<file path="config.mk">
export PLATFORM = sky130hd
export DESIGN_NAME = uart_rx_core
export DESIGN_NICKNAME = d
export VERILOG_FILES = /design/src/rtl/uart_rx_core.sv
export SDC_FILE = /design/constraint.sdc
export NUM_CORES = 1
export LEC_CHECK = 0
export BUFFER_PORTS_ARGS = -buffer_cell sky130_fd_sc_hd__buf_4
export CORE_ASPECT_RATIO = 0.8
export CORE_UTILIZATION = 35
export DETAILED_ROUTE_END_ITERATION = 16
export PLACE_DENSITY = 0.53
export SYNTH_ARGS = -nofsm -noshare
export SYNTH_HDL_FRONTEND = slang
export SYNTH_SLANG_ARGS = --single-unit
</file>
<file path="constraint.sdc">
create_clock -name clk -period 4.6 [get_ports clk]
set_clock_uncertainty 0.05 [all_clocks]
set_input_delay 0.69 -clock clk [delete_from_list [all_inputs] [get_ports clk]]
set_output_delay 0.69 -clock clk [all_outputs]
set_load 0.02 [all_outputs]
</file>
<file path="src/rtl/uart_rx_core.sv">
module uart_rx_core #(
  parameter int DATA_W = 8,
  parameter int OSR_N  = 16,
  parameter int OSR_D  = 8
) (
  input  logic              clk,
  input  logic              rst_n,
  input  logic              rxd,
  input  logic              baud_tick,
  input  logic              rx_en,
  input  logic              par_en,
  input  logic              par_odd,
  input  logic              nine_bit,
  input  logic              dbl_speed,
  input  logic              mp_mode,
  input  logic              irq_en,
  input  logic              gie,
  input  logic              rd_stb,
  output logic [DATA_W-1:0] rx_data,
  output logic              rx_bit8,
  output logic              rx_ferr,
  output logic              rx_perr,
  output logic              rx_ovr,
  output logic              rx_avail,
  output logic              rx_irq
);
  localparam int DW1 = DATA_W + 1;
  localparam int EW  = DW1 + 3;
  localparam int FE  = DW1;
  localparam int PE  = DW1 + 1;
  localparam int OV  = DW1 + 2;
  localparam int TW  = $clog2(OSR_N);
  localparam int BW  = $clog2(DW1 + 1);

  typedef enum logic [2:0] {S_IDLE, S_START, S_DATA, S_PAR, S_STOP} st_t;

  st_t            st;
  logic [1:0]     rx_s;
  logic [TW-1:0]  tcnt;
  logic [BW-1:0]  bitn;
  logic [1:0]     vote;
  logic [DW1-1:0] shreg;
  logic           par_bit;
  logic [EW-1:0]  e0, e1, hold;
  logic [1:0]     cnt;
  logic           hv;
  logic           in_idle;

  wire rx = rx_s[1];
  wire [TW-1:0] mid   = dbl_speed ? TW'(OSR_D / 2) : TW'(OSR_N / 2);
  wire [TW-1:0] lastc = dbl_speed ? TW'(OSR_D - 1) : TW'(OSR_N - 1);
  wire [BW-1:0] nlast = nine_bit ? BW'(DW1 - 1) : BW'(DATA_W - 1);
  wire maj = (vote[1] & vote[0]) | (vote[1] & rx) | (vote[0] & rx);

  wire at_mid   = rx_en && baud_tick && st != S_IDLE && tcnt == mid + TW'(1);
  wire start_ok = at_mid && st == S_START && !maj;
  wire fin      = at_mid && st == S_STOP;

  wire [DW1-1:0] data9  = nine_bit ? shreg : {1'b0, shreg[DW1-1:1]};
  wire           marker = nine_bit ? shreg[DW1-1] : data9[DATA_W-1];
  wire           accept = !mp_mode || marker;
  wire           perr_n = par_en && (^data9 ^ par_bit ^ par_odd);
  wire [EW-1:0]  new_e  = {1'b0, perr_n, !maj, data9};

  wire pop     = rd_stb && cnt != 2'd0;
  wire ovr_evt = start_ok && cnt == 2'd2 && hv && !pop;

  assign in_idle = (st == S_IDLE);

  always_ff @(posedge clk or negedge rst_n) begin
    if (!rst_n) rx_s <= 2'b11;
    else        rx_s <= {rx_s[0], rxd};
  end

  always_ff @(posedge clk or negedge rst_n) begin
    if (!rst_n) begin
      st      <= S_IDLE;
      tcnt    <= '0;
      bitn    <= '0;
      vote    <= '0;
      shreg   <= '0;
      par_bit <= 1'b0;
    end else if (!rx_en) begin
      st <= S_IDLE;
    end else if (baud_tick) begin
      if (st == S_IDLE) begin
        if (!rx) begin
          st   <= S_START;
          tcnt <= TW'(1);
        end
      end else begin
        tcnt <= (tcnt == lastc) ? '0 : tcnt + TW'(1);
        if (tcnt == mid - TW'(1)) vote[1] <= rx;
        if (tcnt == mid)          vote[0] <= rx;
        if (tcnt == mid + TW'(1)) begin
          case (st)
            S_START: if (maj) st <= S_IDLE;
            S_DATA:  shreg <= {maj, shreg[DW1-1:1]};
            S_PAR:   par_bit <= maj;
            S_STOP:  st <= S_IDLE;
            default: ;
          endcase
        end
        if (tcnt == lastc) begin
          case (st)
            S_START: begin st <= S_DATA; bitn <= '0; end
            S_DATA: begin
              bitn <= bitn + BW'(1);
              if (bitn == nlast) st <= par_en ? S_PAR : S_STOP;
            end
            S_PAR:   st <= S_STOP;
            default: ;
          endcase
        end
      end
    end
  end

  logic [EW-1:0] n_e0, n_e1, n_hold;
  logic [1:0]    n_cnt;
  logic          n_hv;

  always_comb begin
    n_e0 = e0; n_e1 = e1; n_hold = hold; n_cnt = cnt; n_hv = hv;
    if (pop) begin
      n_e0  = e1;
      n_e1  = '0;
      n_cnt = cnt - 2'd1;
    end
    if (ovr_evt) n_hold[OV] = 1'b1;
    if (n_hv && n_cnt != 2'd2) begin
      if (n_cnt == 2'd0) n_e0 = n_hold;
      else               n_e1 = n_hold;
      n_cnt  = n_cnt + 2'd1;
      n_hv   = 1'b0;
      n_hold = '0;
    end
    if (fin && accept) begin
      if (n_cnt != 2'd2) begin
        if (n_cnt == 2'd0) n_e0 = new_e;
        else               n_e1 = new_e;
        n_cnt = n_cnt + 2'd1;
      end else if (!n_hv) begin
        n_hold = new_e;
        n_hv   = 1'b1;
      end
    end
  end

  always_ff @(posedge clk or negedge rst_n) begin
    if (!rst_n) begin
      e0 <= '0; e1 <= '0; hold <= '0; cnt <= '0; hv <= 1'b0;
    end else begin
      e0 <= n_e0; e1 <= n_e1; hold <= n_hold; cnt <= n_cnt; hv <= n_hv;
    end
  end

  assign rx_data  = e0[DATA_W-1:0];
  assign rx_bit8  = e0[DATA_W];
  assign rx_ferr  = e0[FE];
  assign rx_perr  = e0[PE];
  assign rx_ovr   = e0[OV];
  assign rx_avail = cnt != 2'd0;
  assign rx_irq   = irq_en && gie && rx_avail;
endmodule


</file>
==> flow_summary_export.csv <==
group,metric,value,unit
timing,hold_violations,0,
power_and_ir_drop,p_switching,0.0004444,W
cts,root_buffer,"clkbuf_16",
cts,ctsLongestPathBuffers,2,
drt,vias,2663,
drt,avgRoutedWirePerCell,15.85,um
synth,synth_top_area_share,41.74,%
global_route,antenna_found_initial,0,
timing,fin_ws,1.302,ns
critical_path,worst_setup_path_end_kind,"flip-flop",
cts,cts_tree,"done",
critical_path,critPathRequiredTime,4.77,ns
synth,avgSynthCellArea,10.50,sq um
timing,final-setup-viol-count,0,
die,die_width,117.2,um
global_route,met2_usage,23.68,%
drt,drtIter0Drc,123,
global_route,grt_pass1_vias,2595,
power_and_ir_drop,power_density,370.6,nW/um^2
global_route,grt_max_degree,65,
critical_path,critPathKind,"flip-flop to flip-flop",
drt,drt_pass1_iterations,4,
power_and_ir_drop,p_int,0.001135,W
synth,synthCells,354,
timing,max_slew_margin,21.39,%
die,design.die.area,11040,sq um
drt,postRouteAntennaNets,0,
cts,h-tree-depth,3,
finish,layout_commonest_cell,"dfrtp_1",
synth,ys_warn_count,0,
global_route,grt_overflow,0,
synth,ys_seq_area_share,43.15,%
finish,layout-area-overhead-vs-synth,14.68,%
power_and_ir_drop,switching_share,28.13,%
placement,preCtsSetupSlack,1.205,ns
global_route,gr-usage-met3,5.419,%
cts,cts.sinks,64,
critical_path,startpoint_type,"flip-flop",
die,io_pins,27,
synth,synthFlopType,"dfrtp_1",
timing,fin_tns_setup,0,ns
power_and_ir_drop,ir_worst_vdd,172.6,uV
synth,synth_area_leader_cell,"dfrtp_1",
critical_path,worstPathMaxFanout,23,
cts,cts_buffers,9,
finish,fin_nets,393,
synth,async_flop_share,100.0,%
synth,ys_top_cells_by_area,"dfrtp_1, mux2i_1, mux2_2",
timing,fmax,303.2,MHz
synth,synth_area,3717,sq um
timing,slew_viol_final,0,
synth,synth_nets,377,
timing,rsz0062_at_grt,"false",
drt,wirelength,8145,um
timing,post-route-period-util,71.69,%
power_and_ir_drop,power_frac_seq,38.2,%
flow_run,maxCapViolations,0,
critical_path,crit_arrival,3.47,ns
global_route,busiest_layer,"met2",
min_path,hold_path.class,"flip-flop to flip-flop",
global_route,grt_pass1_wl,13570,um
drt,via_per_inst,5.181,
global_route,track_usage,16.58,%
synth,synth_edf_count,0,
die,start_util,36.16,%
finish,layout_common_cells,"dfrtp_1, nand2_1, buf_4",
cts,ctsHoldBuffers,0,
die,rows,33,
power_and_ir_drop,p_comb_share,19.3,%
die,die-height,94.18,um
placement,routabilityCongestion,0.7688,
finish,fillers,992,
finish,num_antenna_cells,0,
cts,clk_pin_slew,0.05,ns
run_status,outcome,"complete, no violations",
drt,drc,0,
power_and_ir_drop,leakagePower,2.020,nW
cts,clock_latency,0.33,ns
placement,dp_hpwl,5455,um
synth,synth-seq-cells,64,
die,core-area,10280,sq um
cts,post_cts_buffers,0,
timing,worst_slew_pin_slew,1.176,ns
timing,post-route-min-period,3.298,ns
timing,hold-worst-slack,0.3077,ns
global_route,met1_usage,23.48,%
synth,ys_types,54,
placement,port_buffers,26,
cts,cts_resized,0,
finish,layout-drive-gt1-share,27.01,%
power_and_ir_drop,clockPowerShare,42.5,%
==> per-stage QoR <==
stage               util, %   power, W  instance area [sq um]  instances
detailed placement    38.66  0.0009188                   3975        499
floorplan                 -  0.0008362                   3717        354
global route          41.46   0.001655                   4263        514
finish                41.46   0.001580                   4263        514
CTS                   41.46   0.001599                   4263        514
global placement      38.66  0.0009089                   3975        499
==> kinds of logic (layout without fill, tap and decap cells) <==
group,after synthesis,in the layout,share of synthesized area [%]
simple gates,109,109,16.83
mux,35,35,9.896
fa+ha+maj,11,11,3.635
flops,64,64,43.15
buf+inv,31,51,4.342
xor+xnor,13,13,3.433
compound gates,91,91,18.71
==> worst max-delay path, cell delays in order (launching register included) <==
cell	delay, ns
dfrtp_1	0.37
inv_1	0.05
ha_1	0.18
nand2b_1	0.20
xnor2_1	0.33
ha_1	0.24
nand2b_1	0.10
buf_4	0.22
mux2_2	0.39
ha_1	0.29
nor3_2	0.21
buf_4	0.28
a21oi_1	0.06
a31o_2	0.21
==> power groups by stage <==
stage	Clock [W]	Sequential [W]	Combinational, W
floorplan	0	0.000603	0.000234
global placement	0	0.000612	0.000297
detailed placement	0	0.000612	0.000307
CTS	0.000687	0.000603	0.000309
global route	0.000707	0.000607	0.000341
finish	0.000672	0.000603	0.000305
==> path summary, 6_finish.rpt <==
path                              start       to  slack, ns  cells past startpoint
max in group asynchronous         rst_n  bitn[2]       3.55                      1
worst max register to register   cnt[1]    e1[8]       1.30                     13
worst min register to register  rx_s[0]  rx_s[1]       0.31                      0
min in group asynchronous         rst_n    e0[4]       0.40                      1
worst max-delay path             cnt[1]    e1[8]       1.30                     13
worst min-delay path            rx_s[0]  rx_s[1]       0.31                      0
==> Yosys cell counts (2+ instances only) <==
master	instances
a21oi_1	15
a21o_1	2
a22o_1	3
mux2_2	14
nor2b_1	2
nand4b_1	2
nand2_1	36
nand3_1	14
nand2b_1	4
dfrtp_1	62
inv_1	7
nor2_1	9
a31o_2	3
buf_2	6
a211oi_1	10
o211ai_2	10
and3b_1	2
mux2i_1	21
clkbuf_1	12
or2_2	3
nor3_1	5
o21ai_0	15
nor3b_1	4
a31oi_1	3
ha_1	10
buf_6	5
xnor2_1	12
o21ai_1	5
nand3_2	4
and3_1	14
dfstp_2	2
o21ai_2	16
==> metal layers <==
metal  share of wire [%]  vias to the layer above  routed length [um]
li1                    -                     1320                   -
met1                  52                     1291                4269
met2                  43                       42                3476
met3                 3.7                       10                 301
met4                 1.2                        0                  97
met5                   0                        -                   0
==> sequential cells by signal, summed over array words and instances (netlist names) <==
signal / count
bitn: 4
hold: 12
st: 3
hv: 1
e1: 12
shreg: 9
par_bit: 1
e0: 12
tcnt: 4
rx_s: 2
cnt: 2
vote: 2
==> cell type report <==
class                   count  area, sq um  share of cell area [%]
inverters                   7        26.28                  0.6164
repair buffers             29        217.7                   5.107
clock inverters             4        45.04                   1.057
well taps                 140        175.2                   4.109
multi-input cells         259         1952                   45.79
clock buffers              11        242.7                   5.694
flip-flops and latches     64         1604                   37.63
No activity file was read; power rests on OpenSTA's default activity.
